### config.mk
export PLATFORM = sky130hd
export DESIGN_NAME = adc_scan_seq
export DESIGN_NICKNAME = d
export VERILOG_FILES = /design/src/rtl/adc_scan_pkg.sv /design/src/rtl/adc_align_prescaler.sv /design/src/rtl/adc_scan_fsm.sv /design/src/rtl/adc_result_bank.sv /design/src/rtl/adc_scan_seq.sv
export SDC_FILE = /design/constraint.sdc
export NUM_CORES = 1
export LEC_CHECK = 0
export BUFFER_PORTS_ARGS = -buffer_cell sky130_fd_sc_hd__clkbuf_2
export CORE_ASPECT_RATIO = 1.25
export CORE_MARGIN = 3
export CORE_UTILIZATION = 51
export CTS_CLUSTER_SIZE = 24
export DETAILED_ROUTE_END_ITERATION = 10
export GPL_TIMING_DRIVEN = 0
export PLACE_DENSITY_LB_ADDON = 0.15
export SLEW_MARGIN = 20
export SYNTH_ARGS = -nofsm -noshare
export SYNTH_HDL_FRONTEND = slang
export SYNTH_HIERARCHICAL = 1
export SYNTH_SLANG_ARGS = --single-unit
### constraint.sdc
create_clock -name clk -period 2.6 [get_ports clk]
set_clock_uncertainty 0.2 [all_clocks]
set_input_delay 0.26 -clock clk [delete_from_list [all_inputs] [get_ports clk]]
set_output_delay 0.26 -clock clk [all_outputs]
set_load 0.005 [all_outputs]
### src/rtl/adc_scan_pkg.sv
package adc_scan_pkg;
  typedef enum logic [1:0] {
    ST_IDLE   = 2'd0,
    ST_ALIGN  = 2'd1,
    ST_SAMPLE = 2'd2,
    ST_CONV   = 2'd3
  } seq_state_t;
endpackage

### src/rtl/adc_align_prescaler.sv
module adc_align_prescaler #(
  parameter int PW = 2
) (
  input  logic clk,
  input  logic rst_n,
  output logic align
);
  logic [PW-1:0] cnt_q;
  logic [PW-1:0] cnt_d;

  always_comb cnt_d = cnt_q + PW'(1);

  always_ff @(posedge clk or negedge rst_n) begin
    if (!rst_n) cnt_q <= '0;
    else        cnt_q <= cnt_d;
  end

  assign align = &cnt_q;
endmodule

### src/rtl/adc_scan_fsm.sv
module adc_scan_fsm
  import adc_scan_pkg::*;
#(
  parameter int NUM_CH   = 4,
  parameter int CH_W     = 4,
  parameter int SAMP_CYC = 3
) (
  input  logic            clk,
  input  logic            rst_n,
  input  logic            cfg_we,
  input  logic            cfg_start,
  input  logic [CH_W-1:0] cfg_top,
  input  logic            align,
  input  logic            conv_done,
  output logic            samp_en,
  output logic            conv_req,
  output logic [CH_W-1:0] conv_ch,
  output logic            res_we,
  output logic            pass_end
);
  localparam int SC_W = (SAMP_CYC > 1) ? $clog2(SAMP_CYC) : 1;
  localparam logic [CH_W-1:0] TOP_MAX  = CH_W'(NUM_CH - 1);
  localparam logic [SC_W-1:0] SAMP_END = SC_W'(SAMP_CYC - 1);

  seq_state_t      state_q, state_d;
  logic [CH_W-1:0] ch_q, ch_d;
  logic [CH_W-1:0] top_q, top_d;
  logic [SC_W-1:0] scnt_q, scnt_d;
  logic            go, stop;

  assign go   = cfg_we & cfg_start;
  assign stop = cfg_we & ~cfg_start;

  always_comb begin
    state_d  = state_q;
    ch_d     = ch_q;
    scnt_d   = scnt_q;
    res_we   = 1'b0;
    pass_end = 1'b0;
    top_d    = top_q;
    if (cfg_we) top_d = (cfg_top > TOP_MAX) ? TOP_MAX : cfg_top;
    case (state_q)
      ST_IDLE: begin
        if (go) begin
          ch_d    = '0;
          scnt_d  = '0;
          state_d = align ? ST_SAMPLE : ST_ALIGN;
        end
      end
      ST_ALIGN: begin
        if (align) state_d = ST_SAMPLE;
      end
      ST_SAMPLE: begin
        if (scnt_q == SAMP_END) state_d = ST_CONV;
        else                    scnt_d  = scnt_q + SC_W'(1);
      end
      ST_CONV: begin
        if (conv_done) begin
          res_we  = 1'b1;
          scnt_d  = '0;
          state_d = ST_SAMPLE;
          if (ch_q >= top_q) begin
            ch_d     = '0;
            pass_end = 1'b1;
          end else begin
            ch_d = ch_q + CH_W'(1);
          end
        end
      end
      default: state_d = ST_IDLE;
    endcase
    if (stop) begin
      state_d  = ST_IDLE;
      res_we   = 1'b0;
      pass_end = 1'b0;
    end
  end

  always_ff @(posedge clk or negedge rst_n) begin
    if (!rst_n) begin
      state_q <= ST_IDLE;
      ch_q    <= '0;
      top_q   <= '0;
      scnt_q  <= '0;
    end else begin
      state_q <= state_d;
      ch_q    <= ch_d;
      top_q   <= top_d;
      scnt_q  <= scnt_d;
    end
  end

  assign samp_en  = (state_q == ST_SAMPLE);
  assign conv_req = (state_q == ST_CONV);
  assign conv_ch  = ch_q;
endmodule

### src/rtl/adc_result_bank.sv
module adc_result_bank #(
  parameter int NUM_CH = 4,
  parameter int RES_W  = 10,
  parameter int CH_W   = 4
) (
  input  logic                    clk,
  input  logic                    rst_n,
  input  logic                    we,
  input  logic [CH_W-1:0]         sel,
  input  logic [RES_W-1:0]        din,
  output logic [NUM_CH*RES_W-1:0] res_flat
);
  for (genvar g = 0; g < NUM_CH; g++) begin : g_slot
    logic [RES_W-1:0] slot_q;
    logic             slot_en;

    assign slot_en = we & (sel == CH_W'(g));

    always_ff @(posedge clk or negedge rst_n) begin
      if (!rst_n)       slot_q <= '0;
      else if (slot_en) slot_q <= din;
    end

    assign res_flat[g*RES_W +: RES_W] = slot_q;
  end
endmodule

### src/rtl/adc_scan_seq.sv
module adc_scan_seq #(
  parameter int NUM_CH   = 4,
  parameter int RES_W    = 10,
  parameter int CH_W     = 4,
  parameter int SAMP_CYC = 3
) (
  input  logic                    clk,
  input  logic                    rst_n,
  input  logic                    cfg_we,
  input  logic                    cfg_start,
  input  logic                    cfg_ie,
  input  logic [CH_W-1:0]         cfg_top,
  input  logic                    flag_clr,
  input  logic                    conv_done,
  input  logic [RES_W-1:0]        conv_data,
  output logic                    samp_en,
  output logic                    conv_req,
  output logic [CH_W-1:0]         conv_ch,
  output logic [NUM_CH*RES_W-1:0] res_flat,
  output logic                    done_flag,
  output logic                    irq
);
  logic align, res_we, pass_end;
  logic flag_q, flag_d, ie_q, ie_d;

  adc_align_prescaler #(.PW(2)) i_presc (
    .clk   (clk),
    .rst_n (rst_n),
    .align (align)
  );

  adc_scan_fsm #(.NUM_CH(NUM_CH), .CH_W(CH_W), .SAMP_CYC(SAMP_CYC)) i_fsm (
    .clk       (clk),
    .rst_n     (rst_n),
    .cfg_we    (cfg_we),
    .cfg_start (cfg_start),
    .cfg_top   (cfg_top),
    .align     (align),
    .conv_done (conv_done),
    .samp_en   (samp_en),
    .conv_req  (conv_req),
    .conv_ch   (conv_ch),
    .res_we    (res_we),
    .pass_end  (pass_end)
  );

  adc_result_bank #(.NUM_CH(NUM_CH), .RES_W(RES_W), .CH_W(CH_W)) i_bank (
    .clk      (clk),
    .rst_n    (rst_n),
    .we       (res_we),
    .sel      (conv_ch),
    .din      (conv_data),
    .res_flat (res_flat)
  );

  always_comb begin
    flag_d = flag_q;
    if (pass_end)      flag_d = 1'b1;
    else if (flag_clr) flag_d = 1'b0;
    ie_d = cfg_we ? cfg_ie : ie_q;
  end

  always_ff @(posedge clk or negedge rst_n) begin
    if (!rst_n) begin
      flag_q <= 1'b0;
      ie_q   <= 1'b0;
    end else begin
      flag_q <= flag_d;
      ie_q   <= ie_d;
    end
  end

  assign done_flag = flag_q;
  assign irq       = flag_q & ie_q;
endmodule

==> reports/results.txt <==
Core Area: 4530 um^2
clock power share: 19.6%
CP Launch Type: register
wire per inst: 14.7 um
initial antenna violation count: 0
ANT nets after route: 0
worst-margin pin slew: 0.740 ns
Final period util: 87.1%
kind of critical path: reg -> reg
worst skew pair latency: 0.30 ns
area of the multi-input gates: 962 um^2
outcome: finished clean
die area: 5660 um^2
1st-pass router iterations: 4
RSZ-0062 raised after global routing: no
# IOs: 69
Comb power frac: 29.7%
VDD IR max: 0.462 mV
pre-CTS setup slack: 0.326 ns
Async SR Flop Fraction: 100%
Post-synth EDFFs: 0
Slew Viols, Final: 0
final hold vios: 0
Seq/Total Area, Yosys: 57.4%
# DRC: 0
reg2reg end: i_bank/g_slot[0].slot_q[4]$_DFFE_PN0P_
setup slack after layout: 0.335 ns
worst r2r src: i_fsm/state_q[0]$_DFFE_PN0P_
Critical Path RT: 2.60 ns
commonest cells in the netlist: dfrtp_1, mux2_2, mux2_4
Reg2Reg Depth: 7
min-delay src: conv_data[9]
Clock Pin Slew Worst Setup and Hold Paths: 0.10 ns
P per Cell Area: 806 nW/um^2
total track usage: 17.7%
flop-to-flop setup slack: 0.33 ns
number of port buffers: 68
crit path time final: 2.27 ns
initial core utilization: 53.9%
Switching Power: 0.718 mW
Yosys cell types: 38
Slew headroom: 50.7%
Sw Share: 29.9%
total CTS buffers: 5
vias: 1605
clk root buf: clkbuf_8
largest net degree at the start of global routing: 57
Pint: 1.69 mW
initial DRC count: 107
CTS resizes: 0
final setup vio count: 0
ys flop type: dfrtp_1
Layout area overhead: 22.4%
setup TNS: 0 ns
sequential cell area: 1400 um^2
DP HPWL: 3250 um
Syn Nets: 197
register share of total power: 50.8%
Cell Rows: 27
fill count: 349
hold path cells: 2
routability cong.: 0.785
Die Y: 83.3 um
Synth area leaders: dfrtp_1, mux2_2, mux2_4
Syn Inst Count: 169
antenna cells: 0
CTS tree: done
area leader, netlist: dfrtp_1
area fraction of the dominant cell type after synthesis: 57.4%
Seq cells post-synth: 56
Hold Path Class: in -> reg
first-pass GRT wire length: 7690 um
Ys Warns: 6
Post-Syn Area: 2440 um^2
htree depth: 2
gr ovfl total: 0
max cap viols: 0
Max clock buf depth: 2
leak pwr: 1.62 nW
Chip Width: 67.9 um
Syn Area/Cell: 14.4 um^2
CP Data Arrival Time: 2.26 ns
proportion of layout cells with a drive suffix above 1: 50.2%
Setup crit end kind: register
Post-CTS Setup Inserts: 0
Hold Path End: i_bank/g_slot[0].slot_q[9]$_DFFE_PN0P_
Crit Path Max Fanout: 10
clk sink count: 56
Fmax achieved: 0.441 GHz
fin nets: 276
most common cell in the netlist: dfrtp_1
vias in the first global route: 1582
Final Util: 65.9%
Vias/cell: 5.23
final WL: 4510 um
==> layout by cell type (no fill, tap or decap), types with 2 or more instances in the layout <==
cell,Yosys,final
inv_1,9,9
o211ai_1,2,2
mux2_2,28,28
a21oi_1,5,5
o21ai_0,3,3
nor2b_1,3,3
dlygate4sd3_1,0,4
ha_1,7,7
mux2_4,13,13
nor2_1,5,5
o41ai_1,2,2
nand2_1,4,4
clkbuf_8,0,5
a32o_1,2,2
a21o_1,2,2
dfrtp_1,56,56
clkbuf_2,0,67
buf_6,3,3
and2_1,2,2
nor3_1,2,2
==> worst max-delay path, stage by stage (launching register included) <==
cell,delay (ns)
dfrtp_1,0.33
buf_2,0.19
and2_1,0.19
nand2_1,0.16
nor2_1,0.32
and4bb_1,0.26
buf_6,0.20
mux2_4,0.32
==> how the worst max path moves through the flow <==
stage                                       from                                endpoint  depth (start not counted)
floorplan           i_fsm/conv_ch[0]$_DFFE_PN0P_                   done_flag$_DFFE_PN0P_                          7
global placement    i_fsm/state_q[0]$_DFFE_PN0P_  i_bank/g_slot[0].slot_q[4]$_DFFE_PN0P_                          7
detailed placement                        cfg_we  i_bank/g_slot[0].slot_q[1]$_DFFE_PN0P_                          7
CTS                 i_fsm/state_q[0]$_DFFE_PN0P_  i_bank/g_slot[0].slot_q[1]$_DFFE_PN0P_                          7
global route        i_fsm/state_q[0]$_DFFE_PN0P_  i_bank/g_slot[0].slot_q[4]$_DFFE_PN0P_                          7
finish              i_fsm/state_q[0]$_DFFE_PN0P_  i_bank/g_slot[0].slot_q[4]$_DFFE_PN0P_                          7
==> area by class of cell <==
| type | count | share of cell area, % |
|---|---|---|
| repair buffers | 72 | 12.8 |
| well taps | 58 | 2.43 |
| clock inverters | 3 | 0.712 |
| multi-input cells | 99 | 32.2 |
| clock buffers | 5 | 2.31 |
| plain buffers | 5 | 1.42 |
| inverters | 9 | 1.13 |
| flip-flops and latches | 56 | 46.9 |
==> cells by family after synthesis <==
kind of cell    after synthesis  synth area share [%]
xor+xnor                      1                 0.359
flops                        56                  57.4
fa+ha+maj                     7                  3.59
mux                          41                  20.9
compound gates               23                  7.03
simple gates                 27                  7.54
buf+inv                      14                  3.13
==> power by group through the flow <==
stage | Sequential (mW) | Clock, mW | Combinational [mW]
after floorplan | 1.23 | 0 | 0.410
after global placement | 1.23 | 0 | 0.694
after detailed placement | 1.24 | 0 | 0.715
after CTS | 1.22 | 0.491 | 0.724
after global routing | 1.25 | 0.532 | 0.797
final | 1.22 | 0.470 | 0.713
==> metrics by stage <==
| stage | hold WS (ns) | cell area (um^2) | instances | power [mW] |
|---|---|---|---|---|
| after floorplan | -0.236 | 2440 | 169 | 1.64 |
| after detailed placement | 0.197 | 2860 | 295 | 1.96 |
| final | 0.0277 | 2990 | 307 | 2.40 |
| after global placement | 0.213 | 2850 | 295 | 1.93 |
| after global routing | 0.00821 | 2990 | 307 | 2.58 |
| after CTS | 0.0137 | 2990 | 307 | 2.44 |
==> sequential cells by signal, indices dropped and copies added, names as in the netlist <==
signal / cells
i_bank/g_slot.slot_q: 40
i_fsm/conv_ch: 4
i_fsm/top_q: 4
i_fsm/scnt_q: 2
i_fsm/state_q: 2
i_presc/cnt_q: 2
done_flag: 1
ie_q: 1
==> what timing repair did <==
item | CTS | global route
setup endpoints to repair | 0 | 0
endpoints found under the hold margin | 59 | 0
hold buffers | 4 | 0
==> routing by layer <==
layer / track usage, % / vias up / share of wire (%)
met1: 24.1 / 782 / 45
met2: 28.2 / 50 / 48
li1: - / 768 / -
met4: 4.70 / 0 / 1.1
met3: 4.19 / 5 / 6.2
met5: 0 / - / 0
Note: power is estimated with default switching activity, not from simulation.
